`config.mk`:
```
export PLATFORM = sky130hd
export DESIGN_NAME = seq_core
export DESIGN_NICKNAME = d
export VERILOG_FILES = /design/src/rtl/seq_pkg.sv /design/src/rtl/seq_ctrl.sv /design/src/rtl/seq_path.sv /design/src/rtl/seq_core.sv
export SDC_FILE = /design/constraint.sdc
export NUM_CORES = 1
export LEC_CHECK = 0
export CORE_UTILIZATION = 35
export DETAILED_ROUTE_END_ITERATION = 16
export SLEW_MARGIN = 25
export SYNTH_ARGS = -nofsm -noshare
export SYNTH_HDL_FRONTEND = slang
export SYNTH_SLANG_ARGS = --single-unit
```
`constraint.sdc`:
```
create_clock -name clk -period 2.53 [get_ports clk]
set_clock_uncertainty 0.1 [all_clocks]
set_input_delay 0.506 -clock clk [delete_from_list [all_inputs] [get_ports clk]]
set_output_delay 0.506 -clock clk [all_outputs]
set_load 0.03 [all_outputs]
```
`src/rtl/seq_pkg.sv`:
```
package seq_pkg;

  localparam int INSTR_W    = 16;
  localparam int IMM_W      = 8;
  localparam int NUM_PHASES = 10;
  localparam int PHASE_W    = $clog2(NUM_PHASES);

  // Fixed positions in the schedule
  localparam int PH_FETCH    = 0;
  localparam int PH_COND     = 1;
  localparam int PH_RD_FIRST = 2;
  localparam int PH_ALU_GO   = 3;
  localparam int PH_CAPTURE  = 4;
  localparam int PH_RD_LAST  = PH_CAPTURE;
  localparam int PH_ALU_WB   = 5;
  localparam int PH_LINK_WB  = 6;
  localparam int PH_MOV_WB   = 7;
  localparam int PH_PC_STEP  = NUM_PHASES - 1;

  localparam logic [2:0] REG_LINK = 3'd6;
  localparam logic [2:0] REG_PC   = 3'd7;

  localparam int FLAG_Z = 0;
  localparam int FLAG_N = 1;
  localparam int FLAG_V = 2;

  typedef enum logic [1:0] {
    KIND_MOVE  = 2'b00,
    KIND_CALL  = 2'b01,
    KIND_CMOVE = 2'b10,
    KIND_NOP   = 2'b11
  } moveKind_e;

  typedef enum logic [1:0] {
    COND_ALWAYS  = 2'b00,
    COND_ZERO    = 2'b01,
    COND_NONZERO = 2'b10,
    COND_NEG     = 2'b11
  } cond_e;

  // Strobes from the phase sequencer to the datapath
  typedef struct packed {
    logic fetch;
    logic evalCond;
    logic readOps;
    logic aluGo;
    logic capture;
    logic aluWb;
    logic linkWb;
    logic movWb;
    logic pcStep;
  } strobes_t;

  typedef struct packed {
    logic            isAlu;
    moveKind_e       kind;
    logic [2:0]      movDest;
    cond_e           cond;
    logic [IMM_W-1:0] imm;
    logic [2:0]      aluOp;
    logic [2:0]      aluDest;
    logic            noWrite;
    logic [3:0]      srcA;
    logic [3:0]      srcB;
  } decoded_t;

  function automatic decoded_t decodeWord(input logic [INSTR_W-1:0] w);
    decoded_t d;
    d.isAlu   = w[15];
    d.kind    = moveKind_e'(w[14:13]);
    d.movDest = w[12:10];
    d.cond    = cond_e'(w[9:8]);
    d.imm     = w[7:0];
    d.aluOp   = w[14:12];
    d.aluDest = w[11:9];
    d.noWrite = w[8];
    d.srcA    = w[7:4];
    d.srcB    = w[3:0];
    return d;
  endfunction

  function automatic logic condHolds(input cond_e c, input logic [2:0] f);
    logic ok;
    case (c)
      COND_ALWAYS:  ok = 1'b1;
      COND_ZERO:    ok = f[FLAG_Z];
      COND_NONZERO: ok = ~f[FLAG_Z];
      default:      ok = f[FLAG_N];
    endcase
    return ok;
  endfunction

endpackage

```
`src/rtl/seq_ctrl.sv`:
```
module seq_ctrl
  import seq_pkg::*;
(
  input  logic               clk,
  input  logic               rst,
  output logic [PHASE_W-1:0] phase,
  output strobes_t           strobes
);

  localparam logic [PHASE_W-1:0] LAST = PHASE_W'(NUM_PHASES - 1);

  logic [PHASE_W-1:0] phaseQ;

  always_ff @(posedge clk) begin
    if (rst) begin
      phaseQ <= '0;
    end else if (phaseQ == LAST) begin
      phaseQ <= '0;
    end else begin
      phaseQ <= phaseQ + PHASE_W'(1);
    end
  end

  function automatic logic atPhase(input logic [PHASE_W-1:0] p, input int n);
    return p == PHASE_W'(n);
  endfunction

  always_comb begin
    strobes          = '0;
    strobes.fetch    = atPhase(phaseQ, PH_FETCH);
    strobes.evalCond = atPhase(phaseQ, PH_COND);
    strobes.readOps  = (phaseQ >= PHASE_W'(PH_RD_FIRST)) &&
                       (phaseQ <= PHASE_W'(PH_RD_LAST));
    strobes.aluGo    = atPhase(phaseQ, PH_ALU_GO);
    strobes.capture  = atPhase(phaseQ, PH_CAPTURE);
    strobes.aluWb    = atPhase(phaseQ, PH_ALU_WB);
    strobes.linkWb   = atPhase(phaseQ, PH_LINK_WB);
    strobes.movWb    = atPhase(phaseQ, PH_MOV_WB);
    strobes.pcStep   = atPhase(phaseQ, PH_PC_STEP);
  end

  assign phase = phaseQ;

endmodule

```
`src/rtl/seq_path.sv`:
```
module seq_path
  import seq_pkg::*;
#(
  parameter int ADDR_W = 8,
  parameter int DATA_W = 8,
  parameter int SEL_W  = 4
) (
  input  logic               clk,
  input  logic               rst,
  input  strobes_t           strobes,
  input  logic [INSTR_W-1:0] memData,
  input  logic [DATA_W-1:0]  aluResult,
  input  logic [2:0]         aluFlagsIn,
  output logic [ADDR_W-1:0]  memAddr,
  output logic               rdEn,
  output logic [SEL_W-1:0]   rdSelA,
  output logic [SEL_W-1:0]   rdSelB,
  output logic [2:0]         aluOp,
  output logic               aluGo,
  output logic               wrEn,
  output logic [2:0]         wrSel,
  output logic [DATA_W-1:0]  wrData,
  output logic [2:0]         flags
);

  logic [INSTR_W-1:0] instrQ;
  logic [ADDR_W-1:0]  pcQ;
  logic [ADDR_W-1:0]  pcPlusOne;
  logic [2:0]         flagsQ;
  logic [DATA_W-1:0]  resultQ;
  logic               condOkQ;
  logic               jumpPendQ;
  logic [ADDR_W-1:0]  jumpTgtQ;

  decoded_t dec;
  logic     passNow;
  logic     aluWbFire;
  logic     linkFire;
  logic     movFire;

  assign dec       = decodeWord(instrQ);
  assign pcPlusOne = pcQ + ADDR_W'(1);

  // Whether the instruction in the register is allowed to write
  always_comb begin
    if (dec.isAlu) begin
      passNow = 1'b1;
    end else begin
      case (dec.kind)
        KIND_MOVE: passNow = 1'b1;
        KIND_NOP:  passNow = 1'b0;
        default:   passNow = condHolds(dec.cond, flagsQ);
      endcase
    end
  end

  assign aluWbFire = strobes.aluWb  &&  dec.isAlu && condOkQ && !dec.noWrite;
  assign linkFire  = strobes.linkWb && !dec.isAlu && condOkQ && (dec.kind == KIND_CALL);
  assign movFire   = strobes.movWb  && !dec.isAlu && condOkQ;

  always_ff @(posedge clk) begin
    if (rst) begin
      instrQ    <= '0;
      pcQ       <= '0;
      flagsQ    <= '0;
      resultQ   <= '0;
      condOkQ   <= 1'b0;
      jumpPendQ <= 1'b0;
      jumpTgtQ  <= '0;
    end else begin
      if (strobes.fetch) begin
        instrQ <= memData;
      end
      if (strobes.evalCond) begin
        condOkQ <= passNow;
      end
      if (strobes.capture && dec.isAlu) begin
        flagsQ  <= aluFlagsIn;
        resultQ <= aluResult;
      end
      if (aluWbFire && (dec.aluDest == REG_PC)) begin
        jumpPendQ <= 1'b1;
        jumpTgtQ  <= ADDR_W'(resultQ);
      end
      if (movFire && (dec.movDest == REG_PC)) begin
        jumpPendQ <= 1'b1;
        jumpTgtQ  <= ADDR_W'(dec.imm);
      end
      if (strobes.pcStep) begin
        pcQ       <= jumpPendQ ? jumpTgtQ : pcPlusOne;
        jumpPendQ <= 1'b0;
      end
    end
  end

  // Register-file write port
  always_comb begin
    wrEn   = 1'b0;
    wrSel  = '0;
    wrData = '0;
    if (aluWbFire) begin
      wrEn   = (dec.aluDest != REG_PC);
      wrSel  = dec.aluDest;
      wrData = resultQ;
    end else if (linkFire) begin
      wrEn   = 1'b1;
      wrSel  = REG_LINK;
      wrData = DATA_W'(pcPlusOne);
    end else if (movFire) begin
      wrEn   = (dec.movDest != REG_PC);
      wrSel  = dec.movDest;
      wrData = DATA_W'(dec.imm);
    end
  end

  assign rdEn    = strobes.readOps && dec.isAlu;
  assign rdSelA  = SEL_W'(dec.srcA);
  assign rdSelB  = SEL_W'(dec.srcB);
  assign aluOp   = dec.aluOp;
  assign aluGo   = strobes.aluGo && dec.isAlu;
  assign memAddr = pcQ;
  assign flags   = flagsQ;

endmodule

```
`src/rtl/seq_core.sv`:
```
module seq_core
  import seq_pkg::*;
#(
  parameter int ADDR_W = 8,
  parameter int DATA_W = 8,
  parameter int SEL_W  = 4
) (
  input  logic               clk,
  input  logic               rst,
  output logic [ADDR_W-1:0]  memAddr,
  input  logic [INSTR_W-1:0] memData,
  output logic               rdEn,
  output logic [SEL_W-1:0]   rdSelA,
  output logic [SEL_W-1:0]   rdSelB,
  output logic [2:0]         aluOp,
  output logic               aluGo,
  input  logic [DATA_W-1:0]  aluResult,
  input  logic [2:0]         aluFlagsIn,
  output logic               wrEn,
  output logic [2:0]         wrSel,
  output logic [DATA_W-1:0]  wrData,
  output logic [2:0]         flags,
  output logic [PHASE_W-1:0] phase
);

  strobes_t strobes;

  seq_ctrl u_ctrl (
    .clk     (clk),
    .rst     (rst),
    .phase   (phase),
    .strobes (strobes)
  );

  seq_path #(
    .ADDR_W (ADDR_W),
    .DATA_W (DATA_W),
    .SEL_W  (SEL_W)
  ) u_path (
    .clk        (clk),
    .rst        (rst),
    .strobes    (strobes),
    .memData    (memData),
    .aluResult  (aluResult),
    .aluFlagsIn (aluFlagsIn),
    .memAddr    (memAddr),
    .rdEn       (rdEn),
    .rdSelA     (rdSelA),
    .rdSelB     (rdSelB),
    .aluOp      (aluOp),
    .aluGo      (aluGo),
    .wrEn       (wrEn),
    .wrSel      (wrSel),
    .wrData     (wrData),
    .flags      (flags)
  );

endmodule

```
==> results of run 1 <==
## synthesized netlist by cell type
cell type  count  area [sq um]
a21oi_1       38           190
a21oi_2        3          26.3
a221o_1        2          20.0
a222oi_1       1          10.0
a22o_1         5          43.8
a22oi_1        4          30.0
a311oi_1       1          8.76
a31oi_1        2          12.5
a32oi_1        3          26.3
and2_1         2          12.5
and3_1         7          43.8
and3b_1        1          8.76
and4_1         2          17.5
and4b_1        1          10.0
and4bb_4       1          16.3
buf_12         1          20.0
buf_2          3          15.0
buf_4         11          82.6
buf_6          1          11.3
clkbuf_1      14          52.6
dfxtp_1       49           981
ha_1           7          87.6
inv_1          7          26.3
mux2_2         2          22.5
mux2i_1        8          80.1
nand2_1       69           259
nand2b_1       2          12.5
nand3_1       10          50.1
nand3b_1       1          7.51
nand4b_1       1          8.76
nor2_1        12          45.0
nor3_1         2          10.0
nor3b_1        2          15.0
o21a_1         1          7.51
o21ai_0       12          60.1
o2bb2ai_1      1          8.76
o31ai_1        9          67.6
or2_2          1          6.26
or3_1          1          6.26
xnor2_1        3          26.3
xor2_1         4          35.0
## routing by layer
metal / part of all wire, % / GRT usage [%]
met1: 48 / 24.4
met4: 2.3 / 6.52
met5: 0 / 0
met3: 4.5 / 3.71
met2: 45 / 29.8
## repair_timing
action / in CTS / in global routing
pin swaps: 1 / 0
cloned: 0 / 0
hold buffers: 0 / 0
endpoints found under the setup margin: 8 / 10
buffers inserted: 0 / 0
gates resized for setup: 4 / 10
## through the flow
step | cell area (sq um) | TNS (ps) | cells | hold slack, ps
6_report | 3220 | 0 | 455 | 366
5_1_grt | 3220 | -48.7 | 455 | 397
4_1_cts | 3210 | 0 | 455 | 367
3_5_place_dp | 3120 | 0 | 447 | 352
3_3_place_gp | 3120 | 0 | 447 | 351
2_1_floorplan | 2480 | 0 | 307 | 348
## state kept, by name (all words and copies together), names as in the netlist
| signal | cells |
|---|---|
| u_path.resultQ | 8 |
| u_path.jumpPendQ | 1 |
| u_path.jumpTgtQ | 8 |
| u_path.condOkQ | 1 |
| u_path.instrQ | 16 |
| u_path.flags | 3 |
| u_ctrl.phase | 4 |
| u_path.memAddr | 8 |
## power by group
part	switching, mW	internal [mW]	leakage, nW	total (mW)
registers	0.0400	0.801	0.400	0.841
logic	0.135	0.112	0.774	0.247
clock network	0.263	0.198	0.0456	0.461
total	0.438	1.11	1.22	1.55
## kinds of logic after synthesis
kind of cell               after synthesis  share of synthesized area (%)
AOI/OAI and AO/OA                       82                           20.6
xor gates and xnor gates                 7                           2.47
adders and majority gates                7                           3.53
buffers and inverters                   37                           8.37
DFF                                     49                           39.5
muxes                                   10                           4.14
and+or+nand+nor                        115                           21.3
## worst register-to-register path: cells and delay by family, from the launching register on
family                 cells  cell delay, ps
AO/OA/AOI/OAI              2             210
AND/OR/NAND/NOR            2             890
buffers and inverters      1             270
flip-flops                 1             340
## layout make-up
type | count | share of cell area, %
Clock buffer | 6 | 2.25
Tap cell | 96 | 3.73
Clock inverter | 2 | 0.427
Inverter | 7 | 0.815
Timing Repair Buffer | 74 | 21.7
Multi-Input combinational cell | 221 | 40.4
Sequential cell | 49 | 30.7
## how the worst min path moves through the flow
stage | to | slack, ps | depth (start not counted) | start
floorplan | u_path.resultQ[1]$_SDFFE_PP0P_ | 350 | 2 | u_path.resultQ[1]$_SDFFE_PP0P_
global placement | u_path.flags[2]$_SDFFE_PP0P_ | 350 | 2 | u_path.flags[2]$_SDFFE_PP0P_
detailed placement | u_path.flags[2]$_SDFFE_PP0P_ | 350 | 2 | u_path.flags[2]$_SDFFE_PP0P_
CTS | u_path.flags[2]$_SDFFE_PP0P_ | 370 | 2 | u_path.flags[2]$_SDFFE_PP0P_
global route | u_path.instrQ[14]$_SDFFE_PP0N_ | 400 | 2 | u_path.instrQ[14]$_SDFFE_PP0N_
finish | u_path.flags[2]$_SDFFE_PP0P_ | 370 | 2 | u_path.flags[2]$_SDFFE_PP0P_
==> metrics, run 1 <==
number of nets still failing antenna checks after routing=0; Power Density=481 nW/um^2; number of remaining DRC errors=0; most used cells in the layout excluding fill and tap cells=69 x nand2_1, 55 x clkdlybuf4s50_1, 46 x dfxtp_1; Relative slew margins=57.3%; fin crit period=2490 ps; CORE AREA=6830 sq um; worst setup slack before clock tree synthesis=164 ps; die area=7430 sq um; setup-violating endpoint count in the final report=0; area taken by multi-input logic gates=1300 sq um; total number of clock tree sinks=49; via count=2284; filler instances=725; number of buffers inserted by port buffering=68; CTS Buffer Depth=2; Die H=86.2 um; maximum fanout encountered on the critical timing path=11; Peak supply drop=214 uV; Post-Synthesis Net Count=343; sequential area share after synthesis=39.5%; leftover overflow at the end of global routing=0; Syn Area/Cell=8.08 sq um; root cell of the clock tree=clkbuf_8; routed vias/inst=5.02; count of pins on the block boundary=69; class of the tightest hold or removal check=reg -> reg; pin count of the biggest net entering global routing=28; launch instance of the worst register-to-register path=u_ctrl.phase[3]$_SDFF_PP0_; clock slew at reported path FFs=90 ps; antenna violations before repair=0; slack of the critical path=42.1 ps; HPWL after detailed placement=4.98 mm; final worst-path cycle share=98.3%; Slew Viols, Final=0; sort of element at the end of the critical path=output port; number of buffers and inverters on the critical path=4; Crit path depth=8; post-route core utilization=47.2%; number of failing hold endpoints at the final stage=0; cell with the largest stage delay on the worst path=dfxtp_4; max-capacitance violation count=0; cells after synthesis=307; layout net count=394; top achievable clock speed=402 MHz; number of cell instances on the worst register-to-register path=5; Synth Cell Area=2480 sq um; sort of element at the start of the critical path=flip-flop; number of distinct library cells after synthesis=41; cells traversed along the worst timing path=inv_1 -> ha_1 -> nand4b_1 -> nor2_1 -> buf_4 -> a222oi_1 -> inv_1 -> buf_4; detailed-route wire length=6.66 mm; Cell Rows=30; DRC marker count from the first detailed-route iteration=114; start point of the critical path=u_ctrl.phase[1]$_SDFF_PP0_; via count of the first global-routing pass=2124; Synth warnings=0; required time at the endpoint of the critical path=1920 ps; cell family contributing the most delay on the critical path=buffers and inverters; most common library cell in the layout ignoring fill and taps=nand2_1; area used by sequential logic in the layout=990 sq um; status=finished clean; end of the worst register-to-register path=u_path.jumpTgtQ[7]$_SDFFE_PP0P_; Critical path destination=wrData[1]; Reg2Reg Setup Slack=680 ps; drt wl/cell=14.6 um; clock tree from TritonCTS=yes; flop and latch count out of synthesis=49; setup repair after global routing missed its margin=yes; die span in x=86.2 um; H-Tree Level Count=2; slew of the pin with the lowest slew margin=641 ps; layout cells sized above 1=10.6%; overall global routing resource usage=18.4%; startpoint-to-endpoint class of the critical path=reg -> out; clock latency of the later-clocked register in the worst-skew pair=300 ps; TritonCTS buffer count=5; final antenna diode count=0; synth-to-layout area growth=29.9%; overall power after layout=1.55 mW; Detailed Routing Iterations Pass 1=4; first-pass GRT wire length=10.7 mm; WP data arrival=1880 ps; stage delay of the slowest cell on the critical path=380 ps; routability cong.=0.902; effective utilization at floorplan=36.3%; static leakage power=1.22 nW
No activity file was read; power rests on OpenSTA's default activity.
==> run 2: changes to the inputs <==
- CORE_UTILIZATION: 35 -> 29
- clock period: 2.53 -> 3 ns (I/O delays scaled with it)
==> metrics, run 2 (synthesis results as in run 1) <==
Slew Viols, Final=0; setup-violating endpoint count in the final report=0; routability cong.=0.952; top achievable clock speed=346 MHz; sort of element at the end of the critical path=output port; clock latency of the later-clocked register in the worst-skew pair=310 ps; die area=8930 sq um; overall global routing resource usage=15.4%; pin count of the biggest net entering global routing=28; sort of element at the start of the critical path=flip-flop; Die H=94.5 um; layout net count=392; final antenna diode count=0; CORE AREA=8260 sq um; clock slew at reported path FFs=90 ps; required time at the endpoint of the critical path=2300 ps; count of pins on the block boundary=69; post-cts hold buffer count=0; number of nets still failing antenna checks after routing=0; most used cells in the layout excluding fill and tap cells=69 x nand2_1, 56 x clkdlybuf4s50_1, 49 x dfxtp_1; Power Density=423 nW/um^2; layout cells sized above 1=7.00%; die span in x=94.5 um; via count=2231; # Post-CTS Setup Buffers=0; via count of the first global-routing pass=2102; clock tree from TritonCTS=yes; max-capacitance violation count=0; status=finished clean; startpoint-to-endpoint class of the critical path=reg -> out; switching pwr=385 uW; tightest hold margin=369 ps; Cell Rows=33; CTS Buffer Depth=2; post-route core utilization=39.2%; TritonCTS buffer count=5; WP data arrival=2190 ps; drt wl/cell=14.6 um; Relative slew margins=49.1%; final-layout setup total negative slack=0 ps; antenna violations before repair=0; flip-flop count of the largest register after layout=16; synth-to-layout area growth=30.6%; cell area reported after detailed placement=3130 sq um; largest reg by FF count=u_path.instrQ; Peak supply drop=197 uV; cell-internal power=984 uW; total number of clock tree sinks=49; Detailed Routing Iterations Pass 1=4; slew of the pin with the lowest slew margin=763 ps; DRC marker count from the first detailed-route iteration=127; H-Tree Level Count=2; Post-Layout Inst Area=3240 sq um; class of the tightest hold or removal check=reg -> reg; leftover overflow at the end of global routing=0; maximum fanout encountered on the critical timing path=11; most common library cell in the layout ignoring fill and taps=nand2_1; effective utilization at floorplan=30.0%; Flop pwr share=51.7%; number of buffers inserted by port buffering=68; root cell of the clock tree=clkbuf_8; number of failing hold endpoints at the final stage=0; static leakage power=1.26 nW; net switching fraction of the power=28.1%; routed vias/inst=4.83; final worst-path cycle share=96.5%; first-pass GRT wire length=10.6 mm; detailed-route wire length=6.75 mm; fin crit period=2890 ps; fraction of power consumed by combinational cells=15.4%; Clk pwr share=32.9%; HPWL after detailed placement=5.06 mm; number of remaining DRC errors=0; setup repair after global routing missed its margin=no
run 2: area by class of cell:
class | instances | area [sq um]
Fill cell | 872 | 5020
Multi-Input combinational cell | 221 | 1290
Sequential cell | 49 | 981
Timing Repair Buffer | 72 | 702
Tap cell | 105 | 131
Clock buffer | 7 | 96.3
Inverter | 7 | 26.3
Clock inverter | 1 | 8.76
run 2: worst max-delay path, cell delays in order, from the launching register on:
cell,delay (ps)
dfxtp_1,440
inv_1,90
ha_1,230
nand4b_1,120
nor2_1,50
buf_4,170
a222oi_1,340
inv_1,70
dlygate4sd2_1,360
run 2: repair_timing:
| item | 4_1_cts | 5_1_grt |
|---|---|---|
| cloned | 0 | 0 |
| setup endpoints to repair | 5 | 4 |
| gates resized for setup | 5 | 4 |
| hold endpoints to repair | 0 | 0 |
run 2: power groups by stage:
stage,combinational [mW],sequential [mW],clock [mW]
3_5_place_dp,0.213,0.722,0
3_3_place_gp,0.211,0.721,0
4_1_cts,0.214,0.707,0.456
2_1_floorplan,0.131,0.718,0
6_report,0.211,0.708,0.450
5_1_grt,0.229,0.711,0.479
run 2: per-stage QoR:
stage / cells / power, mW / setup WS (ps)
floorplan: 307 / 0.849 / 394
global placement: 454 / 0.932 / 236
global route: 462 / 1.42 / 1.19
detailed placement: 454 / 0.935 / 147
finish: 462 / 1.37 / 106
CTS: 462 / 1.38 / 0.897
run 2: path summary, 6_finish.rpt:
check	startpoint	end	slack, ps	depth (start not counted)
min reg2reg	u_path.flags[2]$_SDFFE_PP0P_	u_path.flags[2]$_SDFFE_PP0P_	370	2
max	u_ctrl.phase[1]$_SDFF_PP0_	wrData[1]	110	8
max reg2reg	u_ctrl.phase[3]$_SDFF_PP0_	u_path.jumpTgtQ[0]$_SDFFE_PP0P_	870	4
min	u_path.flags[2]$_SDFFE_PP0P_	u_path.flags[2]$_SDFFE_PP0P_	370	2
run 2: routing by layer:
metal  routed length, um  GRT usage (%)
met5                   0              0
met4                 101           5.18
met3                 336           3.30
met2                3040           24.1
met1                3280           20.9
==> run 3: changes to the inputs <==
- clock period: 3 -> 3.3 ns (I/O delays scaled with it)
==> metrics, run 3 (synthesis results as in run 1) <==
WP data arrival=2350 ps; filler instances=866; cell family contributing the most delay on the critical path=buffers and inverters; setup repair after global routing missed its margin=no; most used cells in the layout excluding fill and tap cells=69 x nand2_1, 59 x clkdlybuf4s50_1, 49 x dfxtp_1; DRC marker count from the first detailed-route iteration=226; max-capacitance violation count=0; CORE AREA=8260 sq um; most common library cell in the layout ignoring fill and taps=nand2_1; area taken by multi-input logic gates=1290 sq um; first-pass GRT wire length=10.8 mm; maximum fanout encountered on the critical timing path=9; number of buffers inserted by port buffering=68; die area=8930 sq um; number of buffers and inverters on the critical path=2; routability cong.=0.888; routed vias/inst=4.97; number of remaining DRC errors=0; Endpoint, Worst Hold=u_path.flags[2]$_SDFFE_PP0P_; stage delay of the slowest cell on the critical path=670 ps; leftover overflow at the end of global routing=0; Cell Rows=33; via count of the first global-routing pass=2047; cell with the largest stage delay on the worst path=clkdlybuf4s50_1; final-layout setup total negative slack=0 ps; count of pins on the block boundary=69; startpoint-to-endpoint class of the critical path=reg -> out; H-Tree Level Count=2; cell occurring most often along the worst timing path=nand2_1; clock tree from TritonCTS=yes; required time at the endpoint of the critical path=2540 ps; placed insts=454; final antenna diode count=0; Hold Crit Start=u_path.flags[2]$_SDFFE_PP0P_; flip-flop count of the largest register after layout=16; fin crit period=3110 ps; final worst-path cycle share=94.3%; synth-to-layout area growth=31.4%; number of nets still failing antenna checks after routing=0; clock slew at reported path FFs=90 ps; largest reg by FF count=u_path.instrQ; clock latency of the later-clocked register in the worst-skew pair=300 ps; antenna violations before repair=0; die span in x=94.5 um; total number of clock tree sinks=49; layout cells sized above 1=5.32%; via count=2295; Relative slew margins=49.8%; slew of the pin with the lowest slew margin=754 ps; static leakage power=1.34 nW; number of cells on the worst hold path=2; number of failing hold endpoints at the final stage=0; CTS Buffer Depth=2; root cell of the clock tree=clkbuf_8; number of cell instances on the worst register-to-register path=5; HPWL after detailed placement=5.06 mm; Peak supply drop=194 uV; sort of element at the end of the critical path=output port; area used by sequential logic in the layout=981 sq um; Non-Filler Instances=462; sort of element at the start of the critical path=flip-flop; top achievable clock speed=321 MHz; TritonCTS buffer count=5; launch instance of the worst register-to-register path=u_ctrl.phase[1]$_SDFF_PP0_; Power Density=371 nW/um^2; layout net count=392; Die H=94.5 um; Slew Viols, Final=0; setup-violating endpoint count in the final report=0; detailed-route wire length=6.79 mm; cells traversed along the worst timing path=inv_1 -> ha_1 -> nand2_1 -> and3_1 -> nand2_1 -> nand2_1 -> clkdlybuf4s50_1; # Post-CTS Setup Buffers=0; overall global routing resource usage=15.9%; cell area reported after detailed placement=3140 sq um; pin count of the biggest net entering global routing=28; Reg2Reg Setup Slack=1200 ps; end of the worst register-to-register path=u_path.jumpTgtQ[7]$_SDFFE_PP0P_; drt wl/cell=14.7 um; class of the tightest hold or removal check=reg -> reg; status=finished clean; effective utilization at floorplan=30.0%; Post-Layout Inst Area=3260 sq um; Detailed Routing Iterations Pass 1=4
[run 3: changes by cell type in the layout (fill, tap and decap cells not counted), moves of 3 or more]
| cell | change |
|---|---|
| dlymetal6s2s_1 | +6 |
| buf_4 | -5 |
| clkdlybuf4s50_1 | +3 |
| dlygate4sd2_1 | -3 |
[run 3: layout make-up]
class / count / share of cell area (%)
timing repair buffer: 72 / 22.5
clock buffer: 6 / 2.53
sequential: 49 / 30.1
tap: 105 / 4.03
inverter: 7 / 0.806
multi-input combinational: 221 / 39.6
clock inverter: 2 / 0.422
[run 3: per-stage QoR]
step / utilization, % / worst slack, ps / power (mW) / hold WS, ps
after floorplan: - / 634 / 0.772 / 348
after global placement: 38.0 / 390 / 0.849 / 351
after detailed placement: 38.0 / 357 / 0.851 / 359
after CTS: 39.2 / 12.1 / 1.22 / 372
after global routing: 39.5 / 51.7 / 1.27 / 405
final: 39.5 / 189 / 1.21 / 369
[run 3: per-layer routing]
| metal | wire, um | GRT usage [%] |
|---|---|---|
| met3 | 485 | 3.14 |
| met4 | 78 | 4.92 |
| met1 | 3160 | 22.7 |
| met5 | 0 | 0 |
| met2 | 3070 | 23.9 |
[run 3: worst max path at each step]
stage	start	endpoint	slack, ps	cells past startpoint
2_1_floorplan	u_path.memAddr[2]$_SDFFE_PP0P_	wrData[5]	630	5
3_3_place_gp	u_ctrl.phase[0]$_SDFF_PP0_	wrData[7]	390	7
3_5_place_dp	u_ctrl.phase[1]$_SDFF_PP0_	wrEn	360	6
4_1_cts	u_ctrl.phase[0]$_SDFF_PP0_	wrData[7]	10	7
5_1_grt	u_ctrl.phase[1]$_SDFF_PP0_	wrSel[1]	50	8
6_report	u_ctrl.phase[0]$_SDFF_PP0_	wrSel[0]	190	7
[run 3: repair_timing]
action | CTS | global route
resized for setup | 0 | 9
setup endpoints to repair | 0 | 9
hold buffers | 0 | 0
[run 3: report_power, final]
part	switching [mW]	leakage (nW)	internal, mW	total, mW
Sequential	0.0283	0.399	0.614	0.642
Clock	0.205	0.0512	0.170	0.375
Combinational	0.106	0.893	0.0866	0.193
[run 3: worst register-to-register path, delay by kind of cell (launching register included)]
| family | cells | cell delay, ps |
|---|---|---|
| multiplexers | 1 | 330 |
| AO/OA/AOI/OAI | 1 | 90 |
| buffers and inverters | 1 | 150 |
| flip-flops | 1 | 440 |
| AND/OR/NAND/NOR | 1 | 650 |
| adder cells (fa/ha/maj) | 1 | 220 |
